`src/rtl/ctx_sched_pkg.sv`:
```
package ctx_sched_pkg;
    typedef enum logic [1:0] {
        MODE_FULL = 2'd0,
        MODE_IRQ  = 2'd1,
        MODE_LOOP = 2'd2,
        MODE_RSVD = 2'd3
    } ctx_mode_e;
endpackage

```
`src/rtl/ctx_cfg_regs.sv`:
```
module ctx_cfg_regs
    import ctx_sched_pkg::*;
#(
    parameter int NUM_CTX = 5,
    parameter int NUM_IRQ = 8,
    parameter int PRIO_W  = 3,
    parameter int ADDR_W  = 4,
    localparam int CTX_W      = $clog2(NUM_CTX),
    localparam int DATA_W     = 3 + PRIO_W,
    localparam int ROUTE_BASE = 2 ** (ADDR_W - 1)
) (
    input  logic                              clk,
    input  logic                              rst_n,
    input  logic                              wr_en,
    input  logic [ADDR_W-1:0]                 wr_addr,
    input  logic [DATA_W-1:0]                 wr_data,
    input  logic [CTX_W-1:0]                  act_ctx,
    input  logic                              act_valid,
    output logic [NUM_CTX-1:0][1:0]           mode_o,
    output logic [NUM_CTX-1:0][PRIO_W-1:0]    prio_o,
    output logic [NUM_CTX-1:0]                hi_o,
    output logic [NUM_IRQ-1:0][CTX_W-1:0]     route_o
);
    typedef struct packed {
        logic [NUM_CTX-1:0][1:0]        mode;
        logic [NUM_CTX-1:0][PRIO_W-1:0] prio;
        logic [NUM_CTX-1:0]             hi;
        logic [NUM_IRQ-1:0][CTX_W-1:0]  route;
        logic                           slot_v;
        logic [ADDR_W-1:0]              slot_a;
        logic [DATA_W-1:0]              slot_d;
    } cfg_t;

    cfg_t q, d;
    logic [CTX_W:0] sdec, wdec;

    // returns {legal, affected context}
    function automatic logic [CTX_W:0] decode(input logic [ADDR_W-1:0] a,
                                              input logic [DATA_W-1:0] dat);
        logic ok;
        logic [CTX_W-1:0] c;
        if (int'(a) < ROUTE_BASE) begin
            ok = int'(a) < NUM_CTX;
            c  = a[CTX_W-1:0];
        end else begin
            ok = ((int'(a) - ROUTE_BASE) < NUM_IRQ) && (int'(dat[CTX_W-1:0]) < NUM_CTX);
            c  = dat[CTX_W-1:0];
        end
        return {ok, c};
    endfunction

    function automatic cfg_t put(input cfg_t s, input logic [NUM_CTX-1:0][1:0] mref,
                                 input logic [ADDR_W-1:0] a, input logic [DATA_W-1:0] dat);
        cfg_t r;
        logic [CTX_W-1:0] tgt;
        r   = s;
        tgt = dat[CTX_W-1:0];
        if (int'(a) < ROUTE_BASE) begin
            r.mode[a[CTX_W-1:0]] = dat[1:0];
            r.prio[a[CTX_W-1:0]] = dat[2 +: PRIO_W];
            r.hi[a[CTX_W-1:0]]   = dat[2 + PRIO_W];
        end else if (mref[tgt] != 2'(MODE_LOOP)) begin
            r.route[a[ADDR_W-2:0]] = tgt;
        end
        return r;
    endfunction

    always_comb begin
        d    = q;
        sdec = decode(q.slot_a, q.slot_d);
        wdec = decode(wr_addr, wr_data);
        if (q.slot_v && !(act_valid && sdec[CTX_W-1:0] == act_ctx)) begin
            if (sdec[CTX_W]) d = put(d, q.mode, q.slot_a, q.slot_d);
            d.slot_v = 1'b0;
        end
        if (wr_en && wdec[CTX_W]) begin
            if (act_valid && wdec[CTX_W-1:0] == act_ctx) begin
                d.slot_v = 1'b1;
                d.slot_a = wr_addr;
                d.slot_d = wr_data;
            end else begin
                d = put(d, q.mode, wr_addr, wr_data);
            end
        end
    end

    always_ff @(posedge clk) begin
        if (!rst_n) q <= '0;
        else        q <= d;
    end

    assign mode_o  = q.mode;
    assign prio_o  = q.prio;
    assign hi_o    = q.hi;
    assign route_o = q.route;


    route_reject_chk: assert property (@(posedge clk) disable iff (!rst_n)
        (wr_en && wdec[CTX_W] && int'(wr_addr) >= ROUTE_BASE && !q.slot_v
         && q.mode[wr_data[CTX_W-1:0]] == 2'(MODE_LOOP)
         && !(act_valid && wdec[CTX_W-1:0] == act_ctx)) |=> $stable(q.route));


    slot_hold_chk: assert property (@(posedge clk) disable iff (!rst_n)
        (q.slot_v && act_valid && sdec[CTX_W-1:0] == act_ctx) |=> q.slot_v);
endmodule

```
`src/rtl/ctx_irq_latch.sv`:
```
module ctx_irq_latch
    import ctx_sched_pkg::*;
#(
    parameter int NUM_CTX = 5,
    parameter int NUM_IRQ = 8,
    localparam int CTX_W = $clog2(NUM_CTX)
) (
    input  logic                          clk,
    input  logic                          rst_n,
    input  logic [NUM_IRQ-1:0]            irq,
    input  logic [NUM_IRQ-1:0][CTX_W-1:0] route,
    input  logic [NUM_CTX-1:0][1:0]       mode,
    input  logic [CTX_W-1:0]              act_ctx,
    input  logic                          act_valid,
    input  logic                          yield_act,
    output logic [NUM_CTX-1:0]            ctx_pend
);
    typedef struct packed {
        logic [NUM_IRQ-1:0] pend;
    } lat_t;

    lat_t q, d;
    logic [NUM_IRQ-1:0] blocked, setv, clr;
    logic found;

    always_comb begin
        clr   = '0;
        found = 1'b0;
        for (int i = 0; i < NUM_IRQ; i++) begin
            blocked[i] = (mode[route[i]] == 2'(MODE_LOOP));
        end
        setv = (q.pend | irq) & ~blocked;
        if (act_valid && yield_act) begin
            for (int i = 0; i < NUM_IRQ; i++) begin
                if (!found && q.pend[i] && route[i] == act_ctx) begin
                    clr[i] = 1'b1;
                    found  = 1'b1;
                end
            end
        end
        d.pend = setv & ~clr;
        for (int c = 0; c < NUM_CTX; c++) begin
            ctx_pend[c] = 1'b0;
            for (int i = 0; i < NUM_IRQ; i++) begin
                if (d.pend[i] && route[i] == CTX_W'(c)) ctx_pend[c] = 1'b1;
            end
        end
    end

    always_ff @(posedge clk) begin
        if (!rst_n) q <= '0;
        else        q <= d;
    end


    pend_no_spurious_chk: assert property (@(posedge clk) disable iff (!rst_n)
        !(|irq) |=> $countones(q.pend) <= $past($countones(q.pend)));
endmodule

```
`src/rtl/ctx_arbiter.sv`:
```
module ctx_arbiter #(
    parameter int NUM_CTX = 5,
    parameter int PRIO_W  = 3,
    localparam int CTX_W = $clog2(NUM_CTX)
) (
    input  logic [NUM_CTX-1:0]             ready,
    input  logic [NUM_CTX-1:0][PRIO_W-1:0] prio,
    output logic [CTX_W-1:0]               win,
    output logic                           any
);
    logic [PRIO_W-1:0] best;

    always_comb begin
        any  = 1'b0;
        win  = '0;
        best = '0;
        for (int c = 0; c < NUM_CTX; c++) begin
            if (ready[c] && (!any || prio[c] > best)) begin
                any  = 1'b1;
                win  = CTX_W'(c);
                best = prio[c];
            end
        end
    end
endmodule

```
`src/rtl/ctx_sched.sv`:
```
module ctx_sched
    import ctx_sched_pkg::*;
#(
    parameter int NUM_CTX = 5,
    parameter int NUM_IRQ = 8,
    parameter int PRIO_W  = 3,
    parameter int ADDR_W  = 4,
    parameter int NUM_DMA = 4,
    localparam int CTX_W  = $clog2(NUM_CTX),
    localparam int DATA_W = 3 + PRIO_W,
    localparam int DMA_W  = $clog2(NUM_DMA),
    localparam int SEL_W  = $clog2(NUM_CTX + NUM_DMA)
) (
    input  logic               clk,
    input  logic               rst_n,
    input  logic               wr_en,
    input  logic [ADDR_W-1:0]  wr_addr,
    input  logic [DATA_W-1:0]  wr_data,
    input  logic [NUM_IRQ-1:0] irq,
    input  logic [NUM_CTX-1:0] ctx_ready,
    input  logic [NUM_CTX-1:0] ctx_yield,
    input  logic               dma_req,
    input  logic [DMA_W-1:0]   dma_ch,
    output logic               dma_gnt,
    output logic [CTX_W-1:0]   active_ctx,
    output logic               idle,
    output logic [SEL_W-1:0]   prot_sel
);
    typedef struct packed {
        logic [CTX_W-1:0] act;
        logic             idle;
    } run_t;

    run_t q, d;

    logic [NUM_CTX-1:0][1:0]        mode;
    logic [NUM_CTX-1:0][PRIO_W-1:0] prio;
    logic [NUM_CTX-1:0]             hi;
    logic [NUM_IRQ-1:0][CTX_W-1:0]  route;
    logic [NUM_CTX-1:0]             ctx_pend, ready;
    logic [CTX_W-1:0]               win;
    logic                           any_rdy, yield_act, pause;

    assign yield_act = ctx_yield[q.act];

    ctx_cfg_regs #(.NUM_CTX(NUM_CTX), .NUM_IRQ(NUM_IRQ), .PRIO_W(PRIO_W), .ADDR_W(ADDR_W)) u_cfg (
        .clk(clk), .rst_n(rst_n), .wr_en(wr_en), .wr_addr(wr_addr), .wr_data(wr_data),
        .act_ctx(q.act), .act_valid(!q.idle),
        .mode_o(mode), .prio_o(prio), .hi_o(hi), .route_o(route)
    );

    ctx_irq_latch #(.NUM_CTX(NUM_CTX), .NUM_IRQ(NUM_IRQ)) u_irq (
        .clk(clk), .rst_n(rst_n), .irq(irq), .route(route), .mode(mode),
        .act_ctx(q.act), .act_valid(!q.idle), .yield_act(yield_act), .ctx_pend(ctx_pend)
    );

    always_comb begin
        for (int c = 0; c < NUM_CTX; c++) begin
            unique case (ctx_mode_e'(mode[c]))
                MODE_IRQ:  ready[c] = ctx_pend[c];
                MODE_LOOP: ready[c] = ctx_ready[c];
                default:   ready[c] = ctx_ready[c] | ctx_pend[c];
            endcase
        end
    end

    ctx_arbiter #(.NUM_CTX(NUM_CTX), .PRIO_W(PRIO_W)) u_arb (
        .ready(ready), .prio(prio), .win(win), .any(any_rdy)
    );

    always_comb begin
        d.act  = any_rdy ? win : '0;
        d.idle = !any_rdy;
    end

    always_ff @(posedge clk) begin
        if (!rst_n) begin
            q.act  <= '0;
            q.idle <= 1'b1;
        end else begin
            q <= d;
        end
    end

    assign pause      = !q.idle && hi[q.act];
    assign dma_gnt    = dma_req && !pause;
    assign active_ctx = q.act;
    assign idle       = q.idle;
    assign prot_sel   = dma_gnt ? (SEL_W'(NUM_CTX) + SEL_W'(dma_ch)) : SEL_W'(q.act);


    switch_next_chk: assert property (@(posedge clk) disable iff (!rst_n)
        any_rdy |=> !idle);


    idle_next_chk: assert property (@(posedge clk) disable iff (!rst_n)
        !any_rdy |=> (idle && active_ctx == '0));


    dma_pause_chk: assert property (@(posedge clk) disable iff (!rst_n)
        (!idle && hi[active_ctx]) |-> !dma_gnt);


    prot_dma_chk: assert property (@(posedge clk) disable iff (!rst_n)
        dma_gnt |-> (int'(prot_sel) >= NUM_CTX));
endmodule

```
`config.mk`:
```
export PLATFORM = sky130hd
export DESIGN_NAME = ctx_sched
export DESIGN_NICKNAME = d
export VERILOG_FILES = /design/src/rtl/ctx_sched_pkg.sv /design/src/rtl/ctx_cfg_regs.sv /design/src/rtl/ctx_irq_latch.sv /design/src/rtl/ctx_arbiter.sv /design/src/rtl/ctx_sched.sv
export SDC_FILE = /design/constraint.sdc
export NUM_CORES = 1
export LEC_CHECK = 0
export BUFFER_PORTS_ARGS = -buffer_cell sky130_fd_sc_hd__clkbuf_2
export CORE_MARGIN = 2
export CORE_UTILIZATION = 59
export CTS_CLUSTER_SIZE = 25
export DETAILED_ROUTE_END_ITERATION = 6
export PLACE_DENSITY = 0.76
export SETUP_SLACK_MARGIN = 0.2
export SYNTH_ARGS = -nofsm -noshare
export SYNTH_HDL_FRONTEND = slang
export SYNTH_SLANG_ARGS = --single-unit
```
`constraint.sdc`:
```
create_clock -name clk -period 14.15 [get_ports clk]
set_clock_uncertainty 0.2 [all_clocks]
set_input_delay 0.7075 -clock clk [delete_from_list [all_inputs] [get_ports clk]]
set_output_delay 0.7075 -clock clk [all_outputs]
set_load 0.01 [all_outputs]
```
==> implementation parameters <==
Parameter                              Value

Synth
  Top_reg_cell synth    dfxtp_1
  Number of distinct library cell variants in the gate-level netlist after synthesis    slightly above 80
  Synthesized netlist cell count    781
  Async set-reset flop share out of synthesis    0%
  Register bit count reported by yosys    between 70 and 80
  Top post-synthesis cells by count    nor2_1 (98), dfxtp_1 (77), mux2i_1 (74)
  Total of warnings raised by yosys    0
  Top cells by area, synth    dfxtp_1 (24%), mux2i_1 (12%), nor2_1 (5.8%)
  Leading area contributor after synthesis    dfxtp_1
  Most instantiated library cell after synthesis    nor2_1
  Share of synthesized area occupied by flip-flops and latches    24.4%
  Number of flops mapped to enable cells by yosys    0
  Average cell area after synthesis    about 8.1 sq um
  Combined area of all synthesized cells    ~6300 sq um
  Total nets after synthesis    ~840
  Post-synth top area share    around a quarter

Worst hold path
  Class of the tightest hold or removal check    register to register
  Capture endpoint of the worst hold path    u_cfg.q[10]
  Hold-critical path depth    2
  Startpoint of the tightest hold check path    u_cfg.q[10]

Clocking
  Root buffer selected by CTS    clkbuf_8
  Cts repair resizes    0
  Number of setup buffers added after CTS    0
  Number of H-tree levels    3
  Worst-Skew Late Latency    approximately 0.38 ns
  Reg clk slew, reported paths    approximately 0.09 ns
  Clock sink total    between 70 and 80
  Clock tree from TritonCTS    yes
  Number of buffers inserted during clock tree synthesis    9
  Number of buffers inserted by hold repair at cts    0
  Bufs on Longest Clock Path    2

Power and ir drop
  Switching power of the nets    approximately 0.18 mW
  Peak supply drop    ~0.050 mV
  Internal    about 0.35 mW
  Combinational share of power    19.8%
  Power Density    a little under 80 nW/um^2
  Fraction of power consumed by the clock network    a little over a third
  Static Leakage    between 2 and 3 nW
  Switching power share of the total    about 34%
  Total Power Consumption    0.525 mW
  Share of power burned in registers    between 40% and 50%

Floorplanning
  Area of the core region    10400 sq um
  Count of standard-cell rows    37
  Floorplan die width    roughly 110 um
  Die Y-Extent    108 um
  Area of the die    approximately 12000 sq um
  Num ports    43
  Effective utilization at floorplan    about three fifths

Detailed routing
  Drt initial violations    about 620
  Remaining routing DRC violations    0
  Via total after detailed routing    about 6000
  Routed wirelength normalized by instance count    approximately 21 um
  Drt first pass iters    5
  Total detailed-routing wirelength    19100 um
  Final antenna-violating net count    0
  Number of vias per cell    between 6 and 7

Setup path
  CP arrival    between 8 and 9 ns
  Max FO, Critical Path    17
  Minimum setup slack among reg-to-reg paths    5.27 ns
  Cell seen most often among critical-path stages    ha_1
  CP Launch Type    register
  Critical register-to-register path startpoint    active_ctx[0]
  CP endpoint kind    register
  Crit path buffers/inverters    1
  Standard cell with the maximum stage delay on the critical path    dfxtp_1
  Depth of the worst register-to-register path    36
  Critical setup path kind    register to register
  Required time at the worst-slack endpoint    around 14 ns
  Critical path's largest stage delay    between 1 and 1.5 ns
  Top cell family by delay on the critical path    compound AO/OA/AOI/OAI gates
  Capture point of the worst reg-to-reg path    active_ctx[0]

STA
  Slew at the pin closest to its max-slew limit    1.26 ns
  Achievable clock frequency    0.113 GHz
  Unrepaired setup endpoints after global routing    false
  Number of failing hold endpoints at the final stage    0
  Time the final worst path needs with I/O delays and setup    between 8 and 9 ns
  Relative max-transition margin    around 16%
  Number of max-slew violations in the final report    0
  Period utilization    between 60% and 70%
  Final total negative setup slack    0 ns
  Worst Slack Setup Final    between 5 and 6 ns
  Final setup violation count    0

Layout
  Syn-to-layout area delta    5.19%
  Final Non-Filler Cells    913
  Number of nets in the final layout    roughly 830
  Share of post-route cells with drive strength above 1    14.5%
  Final Cell Area    around 6600 sq um
  Number of filler instances in the final layout    between 900 and 1000
  Total inserted antenna cells    0

Placement
  Final weighted congestion in routability-driven placement    about 0.94
  HPWL after detailed placement    between 10000 and 15000 um
  Pre-CTS setup slack    5.43 ns
  PortBufs    42
  Instance area at placement    about 6400 sq um
  Placed Instances    roughly 900

Global routing
  Number of global-route vias before repair    slightly below 6000
  Maximum number of pins on one net before global-route repair    between 70 and 80
  GRT Resource Usage Total    33.7%
  Total gr overflow    0
  Number of antenna violations at the first check in global routing    1
  Wire length of the first global-routing pass    approximately 30000 um

Flow run
  Max Cap Viol    0

Status
  Outcome    finished, final reports clean
metal layers:
metal  vias up  part of all wire (%)  GRT usage (%)
met2       326                    43           51.8
met1      2930                    43           46.2
li1       2842                     -              -
met4         0                   3.8           14.9
met3        53                   9.8           5.87
met5         -                     0              0
cells in the final DEF (no fill, tap or decap), drive strengths merged, types with 4 or more instances in the layout:
cell	n
nor2	98
dfxtp	77
mux2i	74
clkbuf	51
nand2	50
a211oi	50
inv	36
xnor2	30
o21ai	26
nand3	25
nor3	24
ha	23
a21oi	18
nor2b	16
mux2	15
nand4	11
nor4	11
nand2b	10
a311oi	10
a31oi	10
o211ai	8
or2	8
and2	6
nor4b	6
a21o	5
and3	5
o221ai	5
nand3b	4
o32ai	4
o211a	4
nor3b	4
a32oi	4
or3	4
worst reg2reg max path: cells and delay by family (launching register included):
family          cells  cell delay [ns]
compound gates     20             4.06
simple gates       10             2.05
flops               1             1.17
fa+ha+maj           4             1.01
mux                 1             0.25
buf+inv             1             0.08
metrics by stage:
step	util, %	hold WS, ns
after global routing	64.1	0.295
after floorplan	-	0.237
after CTS	64.1	0.276
after global placement	62.1	0.249
after detailed placement	62.1	0.262
final	64.1	0.275
state kept, by name (all words and copies together) (netlist names):
register / cells
u_cfg.prio_o: 15
u_cfg.route_o: 24
active_ctx: 3
idle: 1
u_cfg.mode_o: 10
u_cfg.q: 11
u_cfg.hi_o: 5
u_irq.q: 8
cell families (layout without fill, tap and decap cells):
group	Yosys count	after routing	share of synthesized area, %
simple gates	291	291	24.1
compound gates	170	170	20.8
buf+inv	98	94	6.39
mux	92	92	15.5
flops	77	77	24.4
xor+xnor	30	30	4.28
fa+ha+maj	23	23	4.55
worst max-delay path by stage:
stage | startpoint | to | slack [ns] | cells after the start
after floorplan | ctx_yield[3] | active_ctx[1] | 6.89 | 36
after global placement | active_ctx[0] | active_ctx[0] | 5.76 | 37
after detailed placement | active_ctx[0] | active_ctx[0] | 5.43 | 36
after CTS | active_ctx[0] | active_ctx[0] | 5.39 | 36
after global routing | active_ctx[0] | active_ctx[0] | 4.64 | 36
final | active_ctx[0] | active_ctx[0] | 5.27 | 36
power by group through the flow:
| stage | Clock, mW | Sequential, mW | Combinational [mW] |
|---|---|---|---|
| 3_5_place_dp | 0 | 0.242 | 0.102 |
| 6_report | 0.183 | 0.238 | 0.104 |
| 5_1_grt | 0.192 | 0.238 | 0.113 |
| 4_1_cts | 0.182 | 0.237 | 0.102 |
| 3_3_place_gp | 0 | 0.242 | 0.0992 |
| 2_1_floorplan | 0 | 0.232 | 0.0845 |
final cells by class:
cell class                 count  area (sq um)  area share (%)
multi-input combinational    606          4380            65.8
timing repair buffer          45           233            3.50
clock inverter                 7          81.3            1.22
tap                          136           170            2.56
clock buffer                   9           124            1.86
inverter                      33           124            1.86
sequential                    77          1540            23.2
Power figures use the tool's default switching activity.
